<file path="config.mk">
export PLATFORM = sky130hd
export DESIGN_NAME = clk_src_ctrl
export DESIGN_NICKNAME = d
export VERILOG_FILES = /design/src/rtl/clk_src_pkg.sv /design/src/rtl/cfg_regs.sv /design/src/rtl/tick_divider.sv /design/src/rtl/clk_src_ctrl.sv
export SDC_FILE = /design/constraint.sdc
export NUM_CORES = 1
export LEC_CHECK = 0
export CAP_MARGIN = 0
export CORE_ASPECT_RATIO = 0.9
export CORE_MARGIN = 2
export CORE_UTILIZATION = 40
export CTS_CLUSTER_DIAMETER = 40
export DETAILED_ROUTE_END_ITERATION = 6
export DONT_BUFFER_PORTS = 1
export GPL_TIMING_DRIVEN = 0
export PLACE_DENSITY_LB_ADDON = 0.2
export SKIP_CTS_REPAIR_TIMING = 1
export SLEW_MARGIN = 20
export SYNTH_ARGS = -nofsm -noshare
export SYNTH_HDL_FRONTEND = slang
export SYNTH_SLANG_ARGS = --single-unit
export TNS_END_PERCENT = 1
</file>
<file path="constraint.sdc">
create_clock -name clk -period 2.3 [get_ports clk]
set_clock_uncertainty 0.15 [all_clocks]
set_input_delay 0.345 -clock clk [delete_from_list [all_inputs] [get_ports clk]]
set_output_delay 0.345 -clock clk [all_outputs]
set_load 0.01 [all_outputs]
</file>
<file path="src/rtl/clk_src_pkg.sv">
package clk_src_pkg;

    localparam int REG_W   = 8;
    localparam int SRC_W   = 3;
    localparam int PWM_W   = 7;   // holds divide ratio up to 64

    // primary register bit positions
    localparam int P_SRC_LSB = 0;
    localparam int P_BYP     = 2;
    localparam int P_PWM_LSB = 3;
    localparam int P_PWM_EN  = 6;

    // extended register bit positions
    localparam int E_SRC_LSB = 0;
    localparam int E_BYP     = 3;
    localparam int E_USE     = 7;

    localparam logic [REG_W-1:0] PRIM_RST = 8'h04;
    localparam logic [REG_W-1:0] EXT_RST  = 8'h08;

    localparam logic [SRC_W-1:0] SRC_MAIN = 3'd0;
    localparam logic [SRC_W-1:0] SRC_INT  = 3'd1;
    localparam logic [SRC_W-1:0] SRC_INT4 = 3'd2;
    localparam logic [SRC_W-1:0] SRC_LF   = 3'd3;
    localparam logic [SRC_W-1:0] SRC_RTC  = 3'd7;

    typedef struct packed {
        logic [SRC_W-1:0] src;
        logic             bypass;
        logic [2:0]       pwm_code;
        logic             pwm_en;
    } cfg_t;

    // merge the two registers: extended fields win while its use bit is set
    function automatic cfg_t merge_cfg(logic [REG_W-1:0] prim, logic [REG_W-1:0] ext);
        cfg_t c;
        c.pwm_code = prim[P_PWM_LSB +: 3];
        c.pwm_en   = prim[P_PWM_EN];
        if (ext[E_USE]) begin
            c.src    = ext[E_SRC_LSB +: SRC_W];
            c.bypass = ext[E_BYP];
        end else begin
            c.src    = {1'b0, prim[P_SRC_LSB +: 2]};
            c.bypass = prim[P_BYP];
        end
        return c;
    endfunction

    function automatic logic [PWM_W-1:0] pwm_ratio(logic [2:0] code);
        logic [PWM_W-1:0] r;
        if (code >= 3'd5) r = 7'd64;
        else              r = 7'd2 << code;
        return r;
    endfunction

endpackage

</file>
<file path="src/rtl/cfg_regs.sv">
module cfg_regs
    import clk_src_pkg::*;
(
    input  logic             clk,
    input  logic             rst,
    input  logic             wr_en,
    input  logic             wr_sel,
    input  logic [REG_W-1:0] wr_data,
    input  logic             rd_sel,
    output logic [REG_W-1:0] rd_data,
    output cfg_t             cfg
);
    logic [REG_W-1:0] prim_q;
    logic [REG_W-1:0] ext_q;

    always_ff @(posedge clk) begin
        if (rst) begin
            prim_q <= PRIM_RST;
            ext_q  <= EXT_RST;
        end else if (wr_en) begin
            if (wr_sel) ext_q  <= wr_data;
            else        prim_q <= wr_data;
        end
    end

    assign rd_data = rd_sel ? ext_q : prim_q;
    assign cfg     = merge_cfg(prim_q, ext_q);

    assert_rd_tracks_write_R11: assert property (@(posedge clk) disable iff (rst)
        (wr_en && !wr_sel) |=> (prim_q == $past(wr_data)));

endmodule

</file>
<file path="src/rtl/tick_divider.sv">
module tick_divider #(
    parameter int CNT_W = 3
) (
    input  logic             clk,
    input  logic             rst,
    input  logic             clr,
    input  logic             tick,
    input  logic [CNT_W-1:0] ratio,
    output logic             pulse
);
    logic [CNT_W-1:0] cnt_q;
    logic             at_end;

    assign at_end = (cnt_q >= ratio - 1'b1);
    assign pulse  = tick & at_end & ~clr;

    always_ff @(posedge clk) begin
        if (rst || clr)  cnt_q <= '0;
        else if (tick)   cnt_q <= at_end ? '0 : cnt_q + 1'b1;
    end

    assert_pulse_on_tick_R6: assert property (@(posedge clk) disable iff (rst)
        pulse |-> tick);

    assert_no_back_to_back_R7: assert property (@(posedge clk) disable iff (rst)
        pulse |=> !pulse);

    assert_restart_R10: assert property (@(posedge clk) disable iff (rst)
        clr |=> !pulse);

endmodule

</file>
<file path="src/rtl/clk_src_ctrl.sv">
module clk_src_ctrl
    import clk_src_pkg::*;
#(
    parameter int ADC_DIV = 25
) (
    input  logic             clk,
    input  logic             rst,
    input  logic             wr_en,
    input  logic             wr_sel,
    input  logic [REG_W-1:0] wr_data,
    input  logic             rd_sel,
    output logic [REG_W-1:0] rd_data,
    input  logic             tick_main,
    input  logic             tick_int,
    input  logic             tick_lf,
    input  logic             tick_rtc,
    input  logic             tick_pll,
    input  logic             adc_en,
    output logic             sys_ce,
    output logic             pwm_ce,
    output logic             adc_ce,
    output logic [SRC_W-1:0] src_code,
    output logic             pll_used,
    output logic             adc_err
);
    localparam int ADC_W = $clog2(ADC_DIV + 1);
    localparam int SEL_W = SRC_W + 1;

    cfg_t             cfg;
    logic             eff_byp;
    logic [SEL_W-1:0] sel_now, sel_q;
    logic [3:0]       pwm_now, pwm_q;
    logic             src_chg, pwm_chg;
    logic             int4_pulse, pwm_pulse, adc_pulse;
    logic             src_tick;

    cfg_regs u_regs (
        .clk     (clk),
        .rst     (rst),
        .wr_en   (wr_en),
        .wr_sel  (wr_sel),
        .wr_data (wr_data),
        .rd_sel  (rd_sel),
        .rd_data (rd_data),
        .cfg     (cfg)
    );

    // only the main oscillator may feed the PLL
    assign eff_byp  = cfg.bypass | (cfg.src != SRC_MAIN);
    assign pll_used = ~eff_byp;
    assign src_code = cfg.src;

    assign sel_now = {cfg.src, eff_byp};
    assign pwm_now = {cfg.pwm_en, cfg.pwm_code};
    assign src_chg = (sel_now != sel_q);
    assign pwm_chg = (pwm_now != pwm_q);

    always_ff @(posedge clk) begin
        if (rst) begin
            sel_q <= {SRC_MAIN, 1'b1};
            pwm_q <= {PRIM_RST[P_PWM_EN], PRIM_RST[P_PWM_LSB +: 3]};
        end else begin
            sel_q <= sel_now;
            pwm_q <= pwm_now;
        end
    end

    tick_divider #(.CNT_W(3)) u_div_int4 (
        .clk   (clk),
        .rst   (rst),
        .clr   (src_chg),
        .tick  (tick_int),
        .ratio (3'd4),
        .pulse (int4_pulse)
    );

    always_comb begin
        case (cfg.src)
            SRC_MAIN: src_tick = tick_main;
            SRC_INT:  src_tick = tick_int;
            SRC_INT4: src_tick = int4_pulse;
            SRC_LF:   src_tick = tick_lf;
            SRC_RTC:  src_tick = tick_rtc;
            default:  src_tick = 1'b0;
        endcase
    end

    assign sys_ce = pll_used ? tick_pll : src_tick;

    tick_divider #(.CNT_W(PWM_W)) u_div_pwm (
        .clk   (clk),
        .rst   (rst),
        .clr   (src_chg | pwm_chg),
        .tick  (sys_ce),
        .ratio (pwm_ratio(cfg.pwm_code)),
        .pulse (pwm_pulse)
    );

    assign pwm_ce = cfg.pwm_en ? pwm_pulse : sys_ce;

    tick_divider #(.CNT_W(ADC_W)) u_div_adc (
        .clk   (clk),
        .rst   (rst),
        .clr   (src_chg),
        .tick  (tick_pll & pll_used),
        .ratio (ADC_W'(ADC_DIV)),
        .pulse (adc_pulse)
    );

    assign adc_ce  = adc_en & adc_pulse;
    assign adc_err = adc_en & ~pll_used;

    assert_pll_tick_R5: assert property (@(posedge clk) disable iff (rst)
        (sys_ce && pll_used) |-> tick_pll);

    assert_reserved_silent_R4: assert property (@(posedge clk) disable iff (rst)
        (src_code inside {3'd4, 3'd5, 3'd6}) |-> !sys_ce);

    assert_ext_release_R3: assert property (@(posedge clk) disable iff (rst)
        (wr_en && wr_sel && !wr_data[E_USE]) |=> (src_code[2] == 1'b0));

    assert_adc_needs_pll_R8: assert property (@(posedge clk) disable iff (rst)
        adc_ce |-> (pll_used && tick_pll));

    assert_err_blocks_adc_R9: assert property (@(posedge clk) disable iff (rst)
        adc_err |-> !adc_ce);

endmodule

</file>
# After elaboration in Yosys (flattened, before gate mapping)
# Index checks and enable logic that the tools add are counted.
[word_totals]
memories = 0
reg_bits = 39
output_inout_bits = 16
romBits = 0
latch_bits = 0
mem_bits_rw = 0
in_bits = 19
[op_classes]
multipliers = 0
n_addsub = 4
div_mod_pow = 0
n_mux = 9
bitwise = 15
n_reduce_logical = 6
eq_ne = 6
shift = 1
n_lt_le_gt_ge = 4
[ops]
columns = ["op", "count"]
rows = [
  ["two-way mux 7 bit", 2],
  ["AND 1 bit", 9],
  ["two-way mux 8 bit", 1],
  ["!= test 4 bit", 2],
  ["adder 7 x 1 -> 7 bit (second input constant)", 1],
  ["greater-or-equal comparator 7 bit", 1],
  ["left shift 2 x 3 -> 7 bit (first input constant)", 1],
  ["subtractor 7 x 1 -> 7 bit (second input constant)", 1],
  ["equality test 3 x 2 -> 1 bit (second input constant)", 2],
  ["adder 5 x 1 -> 5 bit (second input constant)", 1],
  ["greater-or-equal comparator 5 bit (second input constant)", 1],
  ["two-way mux 5 bit", 1],
  ["case mux 1 bit (5 select lines)", 1],
  ["two-way mux 4 bit", 1],
  ["inverter 1 bit", 4],
  ["AND reduction 2 bit", 2],
  ["adder 3 x 1 -> 3 bit (second input constant)", 1],
  ["equality test 3 x 1 -> 1 bit (second input constant)", 1],
  ["equality test 3 bit (second input constant)", 1],
  ["greater-or-equal comparator 3 x 2 -> 1 bit (second input constant)", 1],
  ["greater-or-equal comparator 3 bit (second input constant)", 1],
  ["logical NOT 3 bit", 1],
  ["two-way mux 3 bit", 1],
  ["nonzero test 3 bit", 1],
  ["3 further kinds", 6],
]

# Depth between registers and ports, before layout
# Gate-level depths: netlist of the first run.
[depth]
word_depth = 11
mapped_depth = 10
ltp_nobuf = 8

# Hierarchy
# A second synthesis of the first run with hierarchy kept.
[unflattened]
hier_cells = 279
area_unflattened_um2 = 2598.7
[by_module_without_submodules]
columns = ["mod", "area_each_um2", "seq_area_each_um2", "instances", "cells_each"]
rows = [
  ["cfg_regs", 838.3, 320.3, 1, 82],
  ["tick_divider at u_div_pwm", 549.3, 140.1, 1, 64],
  ["clk_src_ctrl", 486.7, 160.2, 1, 54],
  ["tick_divider at u_div_adc", 447.9, 100.1, 1, 50],
  ["tick_divider at u_div_int4", 276.5, 60.1, 1, 29],
]

# Worst setup path before layout of the first run
# Ideal clock, no wire load.
[synth_timing]
path_kind = "register to output"
from = "register u_regs.ext_q[1]"
to = "output port pwm_ce"
t_arrival_ns = 2.256
setup_slack_ns = -0.451
n_path_buf = 1
t_required_ns = 1.805
path_stages_with_launch = 8
cell_sequence = "dfxtp_1 > buf_6 > or4b_4 > a2111o_1 > a31oi_4 > a211oi_4 > nor2_1 > a21boi_0"
[synth_via]
elab_chain_cells = 11
elab_cells_between_ends = 18
[synth_lines]
columns = ["element", "line_no", "source"]
rows = [
  ["start, declared", "cfg_regs.sv:14", "logic [REG_W-1:0] ext_q;"],
  ["start signal, assigned", "cfg_regs.sv:21", "if (wr_sel) ext_q <= wr_data;"],
  ["two-way mux 4 bit *", "clk_src_pkg.sv:39", "if (ext[E_USE]) begin"],
  ["nonzero test 3 bit", "clk_src_ctrl.sv:49", "assign eff_byp = cfg.bypass | (cfg.src != SRC_MAIN);"],
  ["bitwise OR 1 bit", "clk_src_ctrl.sv:49", ""],
  ["!= test 4 bit", "clk_src_ctrl.sv:55", "assign src_chg = (sel_now != sel_q);"],
  ["inverter 1 bit", "tick_divider.sv:15", "assign pulse = tick & at_end & ~clr;"],
  ["AND 1 bit", "tick_divider.sv:15", ""],
  ["case mux 1 bit (5 select lines)", "clk_src_ctrl.sv:78", "case (cfg.src)"],
  ["two-way mux 1 bit *", "clk_src_ctrl.sv:88", "assign sys_ce = pll_used ? tick_pll : src_tick;"],
  ["via sys_ce", "clk_src_ctrl.sv:19", "output logic sys_ce,"],
  ["AND 1 bit (2 in a row)", "tick_divider.sv:15", ""],
  ["two-way mux 1 bit *", "clk_src_ctrl.sv:99", "assign pwm_ce = cfg.pwm_en ? pwm_pulse : sys_ce;"],
  ["end, declared", "clk_src_ctrl.sv:20", "output logic pwm_ce,"],
]
# The timed path passes the listed nets; every way through them passes the cells marked *.

# Final worst setup path of the first run
[layout_timing]
from = "register u_regs.ext_q[2]"
to = "output port pwm_ce"
# Same word-level chain as after synthesis.

==> flow_summary.toml, run 1 <==
[status]
status = "finished with violations"
failed_checks = "setup timing"

[global_route]
grt_start_max_net_pins = 15
antenna_found_initial = 0
grt_pass1_wl_um = 8231
grt_overflow = 0
grt_usage = 0.1644
grt_pass1_vias = 1744

[finish]
layout_commonest_cell = "nand2_1"
fin_util = 0.4636
diodes = 0
final_area_um2 = 2594
layout-drive-gt1-share = 0.1503
final_nets = 335
syn_to_final_growth_pct = 13.22
fillers = 578
layout_common_cells = "nand2_1, dfxtp_1, a21oi_1"

[routing]
wl_um = 5124
drc_errors = 0
drtAntennaViolNets = 0
wl_per_cell_um = 13.63
drt_iter0_drc = 78
num_vias = 2025
dr.pass1.iters = 4
routed_via_density = 5.386

[setup_path]
cp.arrival_ps = 2470
critPathLaunchType = "register"
crit_chain = "or4b_4 -> a2111o_1 -> a31oi_4 -> a211oi_4 -> nor2_4 -> a21boi_4"
crit_required_ps = 1800
rr_startpoint = "u_regs.ext_q[2]$_SDFFE_PP0P_"
critPathSlowestCell = "or4b_4"
reg2reg_slack_ps = -490
r2r_end = "u_div_pwm.cnt_q[0]$_SDFFE_PP0P_"
crit_type = "register to output pin"
crit_family = "compound AO/OA/AOI/OAI gates"
crit_path_max_fanout = 6
end_kind = "output pin"
max_stage_delay_ps = 570
r2r_cells = 7
path_buf_inv = 0

[floorplanning]
core_area_um2 = 5595
initial_core_util = 0.4094
rows = 26
die_area_um2 = 6350
ios = 35
dieHeight_um = 75.80
die_w_um = 83.78

[worst_hold_path]
hold_path_class = "input port to register"
hold_path_depth = 2
holdPathEnd = "u_regs.prim_q[2]$_SDFFE_PP1P_"
hold_path_startpoint = "wr_data[2]"

[sta]
fin_crit_ps = 2966
maxSlewHeadroom = 0.6523
fmax_mhz = 337.1
finalSetupViolations = 18
setup_ws_ps = -666.2
hold_viol = 0
min_period_over_period = 1.290
slew_viol_final = 0
finalSetupTns_ps = -4896
rsz0062_at_grt = "true"
tightest_slew_ps = 521.6

[synthesis]
syn-num-nets = 320
syn-cell-area_um2 = 2291
synth_seq_cells = 39
yosys.area.top_type_share = 0.3408
async_flop_share = 0
netlist_top_cells_area = "dfxtp_1, nand2_1, ha_1"
syn_inst = 290
avgSynthCellArea_um2 = 7.900
yosysSeqAreaShare = 0.3408
ys_warn_count = 0
ys_types = 45
synth_top_area_cell = "dfxtp_1"
synth-edff-count = 0
synth_ff_type = "dfxtp_1"

[pwr]
power.density_nw_per_um2 = 559.3
ir_worst_vdd_mv = 0.4096
p_total_mw = 1.451
leakagePower_nw = 0.9311

[place]
io_buffers = 0
hpwl_um = 3756
place_congestion = 0.8008
placed_cell_area_um2 = 2396

[cts]
clock_path_buffers = 2
root_buffer = "clkbuf_8"
cts_tree = "done"
h-tree-depth = 2
path_clk_slew_ps = 90
insertion_delay_ps = 300
numCtsBuffers = 5
clock-sinks = 39

[run]
drv_cap = 0
layout make-up:
type	count	area, µm²	share of cell area
plain buffers	17	92.59	0.03570
clock buffers	5	68.82	0.02653
clock inverters	3	25.02	0.009648
inverters	11	41.29	0.01592
multi-input cells	221	1411	0.5441
flip-flops and latches	39	789.5	0.3044
well taps	70	87.58	0.03377
repair buffers	10	77.57	0.02991
Yosys cell counts, types with 3 or more instances:
cell	instances
a211o_1	5
a21oi_1	27
a31oi_1	5
and2_1	5
and3_1	5
buf_2	3
buf_4	3
clkbuf_1	10
dfxtp_1	39
ha_1	11
inv_1	11
mux2_2	7
nand2_1	42
nand2b_1	4
nand3_1	13
nand3b_1	4
nor2_1	23
nor2b_1	7
nor3_1	4
o21ai_0	18
or3_1	8
xnor2_1	7
stage by stage:
step                      worst slack, ps  cells  hold WS (ps)
after global routing               -756.7    376         13.44
after CTS                          -835.8    368        -51.62
final                              -666.2    376         16.46
after detailed placement           -483.6    360         269.6
after global placement             -456.6    360         268.3
after floorplan                    -255.5    290         266.6
state kept, by name, summed over array words and instances (netlist names):
register,cells
u_div_adc.cnt_q,5
u_div_pwm.cnt_q,7
sel_q,4
u_regs.ext_q,8
u_regs.prim_q,8
pwm_q,4
u_div_int4.cnt_q,3
logic make-up (layout without fill, tap and decap cells):
family | after synthesis | count (layout) | share of synthesized area
AOI/OAI and AO/OA | 69 | 69 | 0.1977
adders and majority gates | 11 | 11 | 0.06008
muxes | 9 | 9 | 0.04315
and+or+nand+nor | 124 | 124 | 0.2671
DFF | 39 | 39 | 0.3408
buffers and inverters | 30 | 46 | 0.06280
other | 1 | 1 | 0.001637
xor gates and xnor gates | 7 | 7 | 0.02676
how the worst max path moves through the flow:
stage | start | to | slack [ps] | cells past startpoint
2_1_floorplan | u_regs.ext_q[1]$_SDFFE_PP0P_ | pwm_ce | -260 | 7
3_3_place_gp | u_regs.ext_q[7]$_SDFFE_PP0P_ | pwm_ce | -460 | 7
3_5_place_dp | u_regs.ext_q[7]$_SDFFE_PP0P_ | pwm_ce | -480 | 7
4_1_cts | u_regs.ext_q[7]$_SDFFE_PP0P_ | pwm_ce | -840 | 7
5_1_grt | u_regs.ext_q[2]$_SDFFE_PP0P_ | pwm_ce | -760 | 6
6_report | u_regs.ext_q[2]$_SDFFE_PP0P_ | pwm_ce | -670 | 6
report_power, final:
group	leakage, nW	switching, mW	internal [mW]
Combinational	0.568	0.142	0.106
Clock	0.0443	0.268	0.217
Sequential	0.319	0.0221	0.696
Total	0.931	0.432	1.02
layer usage:
layer | track usage | routed length, µm
met4 | 0.05914 | 72
met5 | 0 | 0
met3 | 0.05092 | 285
met1 | 0.2143 | 2609
met2 | 0.2613 | 2157
Note: power is estimated with default switching activity, not from simulation.
==> run 2, diff against run 1 <==
CAP_MARGIN = 10   (was 0)
RECOVER_POWER = 25   (was not set)
clock period = 3.4 ns   (was 2.3 ns; I/O delays follow)
==> flow_summary.toml, run 2 (synthesized netlist as in run 1, its figures left out) <==
[status]
status = "finished, final reports clean"

[setup_path]
reg2reg_slack_ps = 690
end_kind = "output pin"
r2r_end = "u_div_pwm.cnt_q[3]$_SDFFE_PP0P_"
r2r_cells = 9
crit_type = "register to output pin"
critPathLaunchType = "register"
rr_startpoint = "u_regs.ext_q[2]$_SDFFE_PP0P_"
crit_path_max_fanout = 9
cp.arrival_ps = 2560
crit_required_ps = 2740

[sta]
rsz0062_at_grt = "false"
slew_viol_final = 0
fin_crit_ps = 3216
finalSetupViolations = 0
hold_viol = 0
holdWs_ps = 122.0
tightest_slew_ps = 547.8
fmax_mhz = 311.0
maxSlewHeadroom = 0.6332
min_period_over_period = 0.9458

[worst_hold_path]
hold_path_depth = 1
hold_path_class = "input port to register"
holdPathEnd = "pwm_q[0]$_SDFF_PP0_"
hold_path_startpoint = "rst"

[routing]
wl_per_cell_um = 13.91
drc_errors = 0
drt_iter0_drc = 96
wl_met1_um = 2561
drtAntennaViolNets = 0
routed_via_density = 5.326
wl_met2_um = 2189
num_vias = 1960
wl_met3_um = 277
dr.pass1.iters = 4
wl_um = 5118
routed.top_layer = "met4"

[cts]
clock-sinks = 39
path_clk_slew_ps = 80
cts_tree = "done"
root_buffer = "clkbuf_8"
clock_path_buffers = 2
h-tree-depth = 2
numCtsBuffers = 5
insertion_delay_ps = 300

[place]
io_buffers = 0
placed_cell_area_um2 = 2379
hpwl_um = 3722
place_congestion = 0.7463

[floorplanning]
die_w_um = 83.78
initial_core_util = 0.4094
ios = 35
core_area_um2 = 5595
dieHeight_um = 75.80
rows = 26
die_area_um2 = 6350

[global_route]
antenna_found_initial = 0
grt_pass1_vias = 1868
grt_usage = 0.1709
grt_start_max_net_pins = 13
grt_overflow = 0
grt_pass1_wl_um = 8694

[finish]
top_regs = "u_regs.ext_q x8, u_regs.prim_q x8, u_div_pwm.cnt_q x7"
final_nets = 327
fillers = 595
layout_common_cells = "nand2_1, dfxtp_1, a21oi_1"
fin_util = 0.4492
final_area_um2 = 2514
layout-drive-gt1-share = 0.1141
diodes = 0
syn_to_final_growth_pct = 9.721
layout_commonest_cell = "nand2_1"

[pwr]
swShare = 0.2656
p_seq_frac = 0.464
p_int_mw = 0.7665
power_frac_clock = 0.392
leakagePower_nw = 0.9019
combPwrFrac = 0.144
ir_worst_vdd_mv = 0.2280
p_total_mw = 1.044
power.density_nw_per_um2 = 415.2
switching_power_mw = 0.2773

[run]
drv_cap = 0
## run 2: cell type report
| cell class | count | area [µm²] | area share |
|---|---|---|---|
| Inverter | 11 | 41.29 | 0.01643 |
| Clock inverter | 2 | 35.03 | 0.01394 |
| Tap cell | 70 | 87.58 | 0.03484 |
| Buffer | 19 | 102.6 | 0.04082 |
| Sequential cell | 39 | 780.7 | 0.3106 |
| Multi-Input combinational cell | 221 | 1384 | 0.5505 |
| Clock buffer | 6 | 82.58 | 0.03285 |
## run 2: worst max-delay path, stage by stage, from the launching register on
cell and delay [ps]:
dfxtp_1 300, buf_2 170, or4b_4 550, a2111o_1 420, a31oi_4 270, a211oi_4 150
nor2_2 170, a21boi_2 240
## run 2: power groups by stage
stage / registers (mW) / logic, mW / clock network (mW)
floorplan: 0.491 / 0.119 / 0
global placement: 0.495 / 0.147 / 0
detailed placement: 0.495 / 0.148 / 0
CTS: 0.484 / 0.148 / 0.418
global route: 0.487 / 0.170 / 0.427
finish: 0.484 / 0.150 / 0.409
## run 2: worst max path at each step
stage,from,to,slack (ps),depth (start not counted)
after global routing,u_regs.ext_q[2]$_SDFFE_PP0P_,pwm_ce,60,7
after global placement,u_regs.ext_q[2]$_SDFFE_PP0P_,pwm_ce,150,7
final,u_regs.ext_q[2]$_SDFFE_PP0P_,pwm_ce,180,7
after floorplan,u_regs.ext_q[1]$_SDFFE_PP0P_,pwm_ce,480,7
after detailed placement,u_regs.ext_q[2]$_SDFFE_PP0P_,pwm_ce,130,7
after CTS,u_regs.ext_q[2]$_SDFFE_PP0P_,pwm_ce,-210,7
## run 2: layer usage
| metal | vias up | GRT usage |
|---|---|---|
| met5 | - | 0 |
| met3 | 7 | 0.05092 |
| met2 | 38 | 0.2800 |
| li1 | 1029 | - |
| met1 | 886 | 0.2183 |
| met4 | 0 | 0.06093 |
## run 2: metrics by stage
step	setup TNS, ps	setup slack (ps)	instances
final	0	184.4	368
after global routing	0	62.80	368
after CTS	-210.4	-210.4	368
after detailed placement	0	129.0	360
after global placement	0	150.0	360
after floorplan	0	484.5	290
==> run 3, diff against run 2 <==
CORE_UTILIZATION = 60   (was 40)
clock period = 3.9 ns   (was 3.4 ns; I/O delays follow)
==> flow_summary.toml, run 3 (synthesized netlist as in run 1, its figures left out) <==
[status]
status = "finished, final reports clean"

[setup_path]
end_kind = "output pin"
cp.arrival_ps = 2860
critPathLaunchType = "register"
crit_type = "register to output pin"
crit_path_max_fanout = 9
crit_required_ps = 3160
r2r_cells = 9

[cts]
h-tree-depth = 2
numCtsBuffers = 5
clock-sinks = 39
clock_path_buffers = 2
insertion_delay_ps = 310
path_clk_slew_ps = 90
root_buffer = "clkbuf_8"
cts_tree = "done"

[floorplanning]
die_w_um = 69.14
initial_core_util = 0.6228
ios = 35
core_area_um2 = 3679
rows = 21
die_area_um2 = 4329
dieHeight_um = 62.62

[sta]
fmax_mhz = 277.9
finalSetupTns_ps = 0
rsz0062_at_grt = "false"
maxSlewHeadroom = 0.4398
finalSetupViolations = 0
min_period_over_period = 0.9228
fin_crit_ps = 3599
slew_viol_final = 0
hold_viol = 0
tightest_slew_ps = 837.7

[global_route]
grt_pass1_vias = 1899
grt_start_max_net_pins = 15
grt_overflow = 0
grt_usage = 0.2357
antenna_found_initial = 0
grt_pass1_wl_um = 8376

[finish]
fin_util = 0.6707
syn_to_final_growth_pct = 7.701
layout_common_cells = "nand2_1, dfxtp_1, a21oi_1"
top_regs = "u_regs.ext_q x8, u_regs.prim_q x8, u_div_pwm.cnt_q x7"
diodes = 0
layout_commonest_cell = "nand2_1"
layout-drive-gt1-share = 0.1007
fillers = 322
final_nets = 327

[pwr]
power.density_nw_per_um2 = 367.5
leakagePower_nw = 0.8926
p_total_mw = 0.9068
ir_worst_vdd_mv = 0.2626

[routing]
drtAntennaViolNets = 0
routed_via_density = 5.843
drt_iter0_drc = 96
dr.pass1.iters = 4
num_vias = 2010
drc_errors = 0
wl_um = 4852
wl_per_cell_um = 14.10

[place]
io_buffers = 0
place_congestion = 0.8385
hpwl_um = 3573

[worst_hold_path]
hold_path_depth = 1
hold_path_class = "input port to register"

[run]
drv_cap = 0
==> run 3: cell count changes in the layout (fill, tap and decap cells not counted), sizes merged <==
cell  before  now
buf        8    7
inv       11   12
==> run 3: metrics by stage <==
| step | cell area, µm² | std cells | worst slack, ps | hold slack (ps) |
|---|---|---|---|---|
| floorplan | 2291 | 290 | 909.5 | 282.9 |
| global placement | 2349 | 336 | 436.7 | 290.2 |
| detailed placement | 2349 | 336 | 436.5 | 297.3 |
| CTS | 2465 | 344 | 93.47 | 186.3 |
| global route | 2467 | 344 | 100.9 | 182.5 |
| finish | 2467 | 344 | 301.2 | 184.5 |
==> run 3: final cells by class <==
class | count | area (µm²) | area share
flip-flops and latches | 39 | 780.7 | 0.3164
multi-input cells | 221 | 1370 | 0.5553
plain buffers | 19 | 101.3 | 0.04107
clock inverters | 3 | 47.55 | 0.01927
well taps | 46 | 57.56 | 0.02333
clock buffers | 5 | 68.82 | 0.02789
inverters | 11 | 41.29 | 0.01673
==> run 3: worst paths after layout <==
kind / from / to / slack [ps]
hold / removal: rst / pwm_q[1]$_SDFF_PP0_ / 180
setup / recovery: u_regs.ext_q[2]$_SDFFE_PP0P_ / pwm_ce / 300
hold reg to reg: u_regs.ext_q[6]$_SDFFE_PP0P_ / u_regs.ext_q[6]$_SDFFE_PP0P_ / 310
setup reg to reg: u_regs.ext_q[2]$_SDFFE_PP0P_ / u_div_pwm.cnt_q[4]$_SDFFE_PP0P_ / 1160
==> run 3: power breakdown <==
group / internal [mW] / total (mW) / switching [mW]
Sequential: 0.411 / 0.422 / 0.0110
Clock: 0.194 / 0.356 / 0.162
Combinational: 0.0485 / 0.129 / 0.0808
==> run 3: critical path, cell delays in order (launching register included) <==
cell and delay, ps:
dfxtp_1 300, buf_2 170, or4b_4 550, a21oi_2 400, and2_1 340, a211oi_4 110, nor2_1 260, a21boi_0 440
==> run 3: metal layers <==
layer,share of wire,vias up,track usage
li1,-,1025,-
met1,0.46,926,0.2965
met2,0.47,53,0.4026
met3,0.066,6,0.04355
met4,0.0085,0,0.08578
met5,0,-,0
